--- config.mk ---
export PLATFORM = sky130hd
export DESIGN_NAME = nand_bus_bridge
export DESIGN_NICKNAME = d
export VERILOG_FILES = /design/src/rtl/nbb_pkg.sv /design/src/rtl/nbb_rb_sync.sv /design/src/rtl/nbb_regs.sv /design/src/rtl/nbb_byte_seq.sv /design/src/rtl/nand_bus_bridge.sv
export SDC_FILE = /design/constraint.sdc
export NUM_CORES = 1
export LEC_CHECK = 0
export BUFFER_PORTS_ARGS = -buffer_cell sky130_fd_sc_hd__buf_4
export CAP_MARGIN = 20
export CORE_UTILIZATION = 54
export CTS_CLUSTER_SIZE = 20
export DETAILED_ROUTE_END_ITERATION = 16
export GPL_TIMING_DRIVEN = 0
export PLACE_DENSITY = 0.79
export SLEW_MARGIN = 15
export SYNTH_ARGS = -nofsm -noshare
export SYNTH_HDL_FRONTEND = slang
export SYNTH_HIERARCHICAL = 1
export SYNTH_SLANG_ARGS = --single-unit
--- constraint.sdc ---
create_clock -name clk -period 2.6 [get_ports clk]
set_input_delay 0.39 -clock clk [delete_from_list [all_inputs] [get_ports clk]]
set_output_delay 0.39 -clock clk [all_outputs]
set_load 0.03 [all_outputs]
--- src/rtl/nbb_pkg.sv ---
package nbb_pkg;

  typedef enum logic [1:0] {
    PH_IDLE,
    PH_SETUP,
    PH_STROBE,
    PH_HOLD
  } phase_e;

  localparam logic [2:0] OFS_DATA = 3'd0;
  localparam logic [2:0] OFS_MODE = 3'd4;
  localparam logic [2:0] OFS_STAT = 3'd5;
  localparam logic [2:0] OFS_EVT  = 3'd6;
  localparam logic [2:0] OFS_MASK = 3'd7;

  localparam int MODE_CLE_BIT  = 0;
  localparam int MODE_ALE_BIT  = 1;
  localparam int MODE_CE_BIT   = 4;
  localparam int STAT_BUSY_BIT = 7;

endpackage

--- src/rtl/nbb_rb_sync.sv ---
module nbb_rb_sync #(
  parameter int STAGES = 2
) (
  input  logic clk,
  input  logic rst_n,
  input  logic rb_async,
  output logic rb_ready,
  output logic rb_rise
);

  logic [STAGES-1:0] chain_q;
  logic              prev_q;

  always_ff @(posedge clk) begin
    if (!rst_n) begin
      chain_q <= '1;
      prev_q  <= 1'b1;
    end else begin
      chain_q <= {chain_q[STAGES-2:0], rb_async};
      prev_q  <= chain_q[STAGES-1];
    end
  end

  assign rb_ready = chain_q[STAGES-1];
  assign rb_rise  = chain_q[STAGES-1] & ~prev_q;

endmodule

--- src/rtl/nbb_regs.sv ---
module nbb_regs
  import nbb_pkg::*;
#(
  parameter int REG_W = 8
) (
  input  logic             clk,
  input  logic             rst_n,
  input  logic             wr_en,
  input  logic [2:0]       addr,
  input  logic [REG_W-1:0] wdata,
  input  logic             rb_ready,
  input  logic             rb_rise,
  output logic [REG_W-1:0] rdata,
  output logic             ce_on,
  output logic             cle,
  output logic             ale,
  output logic             irq
);

  logic [REG_W-1:0] phase_q;
  logic [REG_W-1:0] mask_q;
  logic             ready_evt_q;
  logic [REG_W-1:0] evt_vec;
  logic [REG_W-1:0] stat_vec;
  logic             evt_clr;

  assign evt_clr = wr_en && (addr == OFS_EVT) && wdata[0];

  always_ff @(posedge clk) begin
    if (!rst_n) begin
      phase_q     <= '0;
      mask_q      <= '0;
      ready_evt_q <= 1'b0;
    end else begin
      if (wr_en && addr == OFS_MODE) phase_q <= wdata;
      if (wr_en && addr == OFS_MASK) mask_q  <= wdata;
      if (rb_rise)      ready_evt_q <= 1'b1;
      else if (evt_clr) ready_evt_q <= 1'b0;
    end
  end

  always_comb begin
    evt_vec    = '0;
    evt_vec[0] = ready_evt_q;
    stat_vec   = '0;
    stat_vec[STAT_BUSY_BIT] = ~rb_ready;
  end

  always_comb begin
    case (addr)
      OFS_MODE: rdata = phase_q;
      OFS_STAT: rdata = stat_vec;
      OFS_EVT:  rdata = evt_vec;
      OFS_MASK: rdata = mask_q;
      default:  rdata = '0;
    endcase
  end

  assign ce_on = phase_q[MODE_CE_BIT];
  assign cle   = phase_q[MODE_CLE_BIT];
  assign ale   = phase_q[MODE_ALE_BIT];
  assign irq   = |(evt_vec & mask_q);


  evt_sets_on_rise_chk: assert property (@(posedge clk) disable iff (!rst_n)
    rb_rise |=> ready_evt_q);


  evt_sticky_chk: assert property (@(posedge clk) disable iff (!rst_n)
    (ready_evt_q && !evt_clr) |=> ready_evt_q);


  irq_masked_off_chk: assert property (@(posedge clk) disable iff (!rst_n)
    (wr_en && addr == OFS_MASK && wdata == '0) |=> !irq);

endmodule

--- src/rtl/nbb_byte_seq.sv ---
module nbb_byte_seq
  import nbb_pkg::*;
#(
  parameter int BUS_W       = 16,
  parameter int BYTE_W      = 8,
  parameter int STROBE_CLKS = 2
) (
  input  logic              clk,
  input  logic              rst_n,
  input  logic              start,
  input  logic              wide,
  input  logic              wr,
  input  logic [BUS_W-1:0]  wdata,
  input  logic [BYTE_W-1:0] dq_in,
  output logic              idle,
  output logic              done,
  output logic [BUS_W-1:0]  rdata,
  output logic              we_n,
  output logic              re_n,
  output logic [BYTE_W-1:0] dq_out,
  output logic              dq_oe
);

  localparam int NBYTES = BUS_W / BYTE_W;
  localparam int IDX_W  = (NBYTES > 1) ? $clog2(NBYTES) : 1;
  localparam int CNT_W  = $clog2(STROBE_CLKS + 1);
  localparam logic [CNT_W-1:0] CNT_LAST = CNT_W'(STROBE_CLKS - 1);
  localparam logic [IDX_W-1:0] IDX_LAST = IDX_W'(NBYTES - 1);

  phase_e            phase_q;
  logic [CNT_W-1:0]  cnt_q;
  logic [IDX_W-1:0]  idx_q;
  logic              wide_q;
  logic              wr_q;
  logic [BUS_W-1:0]  wdata_q;
  logic [BUS_W-1:0]  rdata_q;
  logic              at_last;

  assign at_last = wide_q ? (idx_q == IDX_LAST) : (idx_q == '0);

  always_ff @(posedge clk) begin
    if (!rst_n) begin
      phase_q <= PH_IDLE;
      cnt_q   <= '0;
      idx_q   <= '0;
      wide_q  <= 1'b0;
      wr_q    <= 1'b0;
      wdata_q <= '0;
      rdata_q <= '0;
    end else begin
      case (phase_q)
        PH_IDLE: begin
          if (start) begin
            phase_q <= PH_SETUP;
            idx_q   <= '0;
            wide_q  <= wide;
            wr_q    <= wr;
            wdata_q <= wdata;
            rdata_q <= '0;
          end
        end
        PH_SETUP: begin
          phase_q <= PH_STROBE;
          cnt_q   <= '0;
        end
        PH_STROBE: begin
          if (cnt_q == CNT_LAST) begin
            phase_q <= PH_HOLD;
            if (!wr_q) rdata_q[idx_q*BYTE_W +: BYTE_W] <= dq_in;
          end else begin
            cnt_q <= cnt_q + 1'b1;
          end
        end
        default: begin
          if (at_last) begin
            phase_q <= PH_IDLE;
          end else begin
            idx_q   <= idx_q + 1'b1;
            phase_q <= PH_SETUP;
          end
        end
      endcase
    end
  end

  assign idle   = (phase_q == PH_IDLE);
  assign done   = (phase_q == PH_HOLD) && at_last;
  assign rdata  = rdata_q;
  assign we_n   = !((phase_q == PH_STROBE) && wr_q);
  assign re_n   = !((phase_q == PH_STROBE) && !wr_q);
  assign dq_oe  = wr_q && (phase_q != PH_IDLE);
  assign dq_out = dq_oe ? wdata_q[idx_q*BYTE_W +: BYTE_W] : '0;

  logic             sv_act;
  logic [CNT_W:0]   sv_low_cnt;

  assign sv_act = !we_n || !re_n;

  always_ff @(posedge clk) begin
    if (!rst_n)      sv_low_cnt <= '0;
    else if (sv_act) sv_low_cnt <= sv_low_cnt + 1'b1;
    else             sv_low_cnt <= '0;
  end


  strobe_width_chk: assert property (@(posedge clk) disable iff (!rst_n)
    (!sv_act && $past(sv_act)) |-> (sv_low_cnt == (CNT_W+1)'(STROBE_CLKS)));


  strobe_excl_chk: assert property (@(posedge clk) disable iff (!rst_n)
    !(!we_n && !re_n));


  no_drive_on_read_chk: assert property (@(posedge clk) disable iff (!rst_n)
    !(dq_oe && !re_n));

endmodule

--- src/rtl/nand_bus_bridge.sv ---
module nand_bus_bridge
  import nbb_pkg::*;
#(
  parameter int BUS_W       = 16,
  parameter int BYTE_W      = 8,
  parameter int STROBE_CLKS = 2,
  parameter int SYNC_STAGES = 2
) (
  input  logic              clk,
  input  logic              rst_n,
  input  logic              req_valid,
  output logic              req_ready,
  input  logic              req_write,
  input  logic              req_wide,
  input  logic [2:0]        req_addr,
  input  logic [BUS_W-1:0]  req_wdata,
  output logic [BUS_W-1:0]  rsp_rdata,
  output logic              irq,
  output logic              nand_ce_n,
  output logic              nand_cle,
  output logic              nand_ale,
  output logic              nand_we_n,
  output logic              nand_re_n,
  output logic [BYTE_W-1:0] nand_dq_out,
  output logic              nand_dq_oe,
  input  logic [BYTE_W-1:0] nand_dq_in,
  input  logic              nand_rb
);

  logic              is_data;
  logic              seq_idle;
  logic              seq_done;
  logic              seq_start;
  logic [BUS_W-1:0]  seq_rdata;
  logic              reg_wr;
  logic [BYTE_W-1:0] reg_rdata;
  logic              rb_ready;
  logic              rb_rise;
  logic              ce_on;

  assign is_data   = (req_addr == OFS_DATA);
  assign seq_start = req_valid && is_data && seq_idle;
  assign req_ready = seq_done || (req_valid && !is_data && seq_idle);
  assign reg_wr    = req_valid && req_ready && req_write && !is_data;
  assign rsp_rdata = is_data ? seq_rdata : {{(BUS_W-BYTE_W){1'b0}}, reg_rdata};
  assign nand_ce_n = ~ce_on;

  nbb_rb_sync #(.STAGES(SYNC_STAGES)) u_sync (
    .clk      (clk),
    .rst_n    (rst_n),
    .rb_async (nand_rb),
    .rb_ready (rb_ready),
    .rb_rise  (rb_rise)
  );

  nbb_regs #(.REG_W(BYTE_W)) u_regs (
    .clk      (clk),
    .rst_n    (rst_n),
    .wr_en    (reg_wr),
    .addr     (req_addr),
    .wdata    (req_wdata[BYTE_W-1:0]),
    .rb_ready (rb_ready),
    .rb_rise  (rb_rise),
    .rdata    (reg_rdata),
    .ce_on    (ce_on),
    .cle      (nand_cle),
    .ale      (nand_ale),
    .irq      (irq)
  );

  nbb_byte_seq #(
    .BUS_W       (BUS_W),
    .BYTE_W      (BYTE_W),
    .STROBE_CLKS (STROBE_CLKS)
  ) u_seq (
    .clk    (clk),
    .rst_n  (rst_n),
    .start  (seq_start),
    .wide   (req_wide),
    .wr     (req_write),
    .wdata  (req_wdata),
    .dq_in  (nand_dq_in),
    .idle   (seq_idle),
    .done   (seq_done),
    .rdata  (seq_rdata),
    .we_n   (nand_we_n),
    .re_n   (nand_re_n),
    .dq_out (nand_dq_out),
    .dq_oe  (nand_dq_oe)
  );


  standby_deselects_chk: assert property (@(posedge clk) disable iff (!rst_n)
    (reg_wr && req_addr == OFS_MODE && !req_wdata[MODE_CE_BIT]) |=> nand_ce_n);


  data_stall_chk: assert property (@(posedge clk) disable iff (!rst_n)
    (req_valid && is_data && seq_idle) |-> !req_ready);

endmodule

==> impl_metrics.csv <==
group,metric,value,unit
worst_setup_path,slowest_delay,0.35,ns
flow_run,cap_violations,0,
placement,place_congestion,0.826,
yosys,syn_area_per_cell,8.77,sq um
cts,cts.clk_slew.worst_paths,0.06,ns
sta,fmax,445,MHz
route,drt-initial-drc-count,129,
grt,grt_max_degree,11,
route,num_vias,2623,
worst_setup_path,end_kind,"primary output",
sta,whs,0.246,ns
placement,io_buffers,64,
final_layout,final_cell_mix,"nand2_1, buf_4, dfxtp_1",
worst_setup_path,crit_chain,"inv_1 -> ha_1 -> nand2b_1 -> clkbuf_1 -> nor2_1 -> buf_4",
yosys,syn_inst,349,
sta,setup_viol,0,
sta,finalSetupTns,0,ns
die,initial_core_util,55.9,%
sta,final_hold_viol_count,0,
final_layout,fin_util,69.3,%
final_layout,antennaDiodeCount,0,
grt,grt_use_total,23.7,%
yosys,async_flop_share,0,%
sta,skew,0.00388,ns
yosys,ys_ff_latch,59,
final_layout,layout.cells.most_common,"nand2_1",
die,core,5470,sq um
sta,final_max_slew_viol_count,0,
yosys,synth_nets,390,
worst_setup_path,path_class,"reg2out",
worst_setup_path,crit_arrival,1.86,ns
worst_setup_path,crit_slowest_cell,"dfxtp_1",
final_layout,nets,465,
route,drt_pass1_iterations,4,
sta,min_period,2.25,ns
worst_setup_path,start_kind,"register",
cts,clock_path_buffers,2,
die,die_area,5970,sq um
die,row_count,27,
outcome,outcome,"complete, no violations",
grt,grt_overflow,0,
yosys,synth_cell_type_count,42,
route,drc,0,
placement,dp_slack,0.285,ns
grt,antenna_found_initial,0,
min_path,hold_path_class,"in2reg",
yosys,synth-main-ff-cell,"dfxtp_1",
cts,root_buffer,"clkbuf_8",
power,p_leak,1.56,nW
power,power.density,654,nW/um^2
power,total_power,0.00248,W
die,die_h,77.3,um
final_layout,drive_gt1_share,24.8,%
sta,rsz0062_at_grt,"no",
cts,cts_setup_buffers,0,
sta,maxSlewHeadroom,65.6,%
cts,cts_resized,0,
die,dieWidth,77.3,um
worst_setup_path,worstPathRequired,2.21,ns
route,routedWlPerCell,13.5,um
grt,grt_pass1_vias,2425,
cts,clock_latency,0.33,ns
yosys,yosysSeqAreaShare,38.6,%
yosys,netlist_area,3060,sq um
cts,clkSinkCount,59,
cts,ctsHoldBuffers,0,
yosys,synth_enable_flop_cells,0,
sta,period_share,86.4,%
cts,cts_tree,"yes",
final_layout,syn_to_final_growth,23.9,%
worst_setup_path,crit_family,"buffers and inverters",
die,io_pins,65,
placement,dpl.hpwl,4930,um
cts,cts_buffers,9,
sta,setup_ws,0.353,ns
cts,cts_max_level,3,
yosys,yosysWarnings,6,
grt,grt_pass1_wl,11100,um
power,max-vdd-ir-drop,394,uV
route,viasPerCell,5.25,
worst_setup_path,worstPathMaxFanout,9,
route,postRouteAntennaNets,0,
worst_setup_path,crit_buf_inv,3,
sta,tightest_slew,0.516,ns
route,wl,6750,um
-- per-layer routing --
metal,up-vias,wire length (um),part of all wire [%],global-route usage [%]
met5,-,0,0,0
met4,0,147,2.2,12.1
met3,14,289,4.3,3.45
met2,75,3170,47,38.3
met1,1206,3140,47,30.4
li1,1328,-,-,-
-- kinds of logic (layout without fill, tap and decap cells) --
logic type | Yosys count | after routing | share of synthesized area, %
AO/OA/AOI/OAI | 46 | 46 | 11.2
multiplexers | 48 | 48 | 16.0
adder cells (fa/ha/maj) | 8 | 8 | 3.27
AND/OR/NAND/NOR | 157 | 157 | 25.4
flip-flops | 59 | 59 | 38.6
buffers and inverters | 30 | 109 | 5.23
XOR/XNOR | 1 | 1 | 0.286
-- final timing paths --
path                                         from                end  slack (ns)  cells after the start
worst max register to register   u_seq/phase_q[0]     u_seq/rdata[4]        0.50                      7
worst max-delay path             u_seq/phase_q[0]     nand_dq_out[5]        0.35                      6
worst min-delay path                      nand_rb  u_sync/chain_q[0]        0.25                      2
worst min register to register  u_sync/chain_q[0]  u_sync/chain_q[1]        0.41                      1
-- per-stage QoR --
| stage | instances | cell area (sq um) |
|---|---|---|
| 3_5_place_dp | 485 | 3630 |
| 2_1_floorplan | 349 | 3060 |
| 5_1_grt | 500 | 3790 |
| 4_1_cts | 500 | 3790 |
| 3_3_place_gp | 485 | 3630 |
| 6_report | 500 | 3790 |
-- cell usage after synthesis (all sizes together), types with 5 or more instances --
library cell | count | share of area (%)
mux2 | 8 | 2.9
buf | 13 | 3.1
inv | 8 | 0.98
a21oi | 10 | 2.0
a21boi | 21 | 5.2
or3b | 6 | 1.7
dfxtp | 59 | 39
nor2b | 5 | 1.3
nand3 | 21 | 3.4
and2 | 12 | 2.5
o21ai | 5 | 0.82
ha | 8 | 3.3
clkbuf | 9 | 1.1
nand2 | 79 | 9.7
mux2i | 40 | 13
nand2b | 7 | 1.4
nor2 | 17 | 2.1
-- registers in the layout, indices dropped and copies added (netlist names) --
| register | count |
|---|---|
| u_sync/prev_q | 1 |
| u_seq/wide_q | 1 |
| u_sync/chain_q | 2 |
| u_regs/mask_q | 8 |
| u_seq/cnt_q | 2 |
| u_regs/phase_q | 8 |
| u_seq/idx_q | 1 |
| u_seq/phase_q | 2 |
| u_seq/wr_q | 1 |
| u_seq/wdata_q | 16 |
| u_regs/ready_evt_q | 1 |
| u_seq/rdata | 16 |
-- worst reg2reg max path, cell delays in order, from the launching register on --
cell and delay, ns:
dfxtp_1 0.35, inv_1 0.15, ha_1 0.30, and3_2 0.26, nor2b_2 0.09, a211o_4 0.34
a21oi_4 0.31, mux2i_1 0.24
-- area by class of cell --
class | instances | area [sq um]
Multi-Input combinational cell | 260 | 1720
Fill cell | 499 | 1680
Sequential cell | 59 | 1180
Timing Repair Buffer | 64 | 480
Clock buffer | 12 | 145
Buffer | 22 | 130
Tap cell | 72 | 90.1
Inverter | 8 | 30.0
Clock inverter | 3 | 15.0
-- where the power goes --
| part | internal, W | switching (W) | total, W |
|---|---|---|---|
| clock | 0.000362 | 0.000342 | 0.000704 |
| combinational | 0.000343 | 0.000441 | 0.000784 |
| sequential | 0.000956 | 0.0000351 | 0.000991 |
No activity file was read; power rests on OpenSTA's default activity.
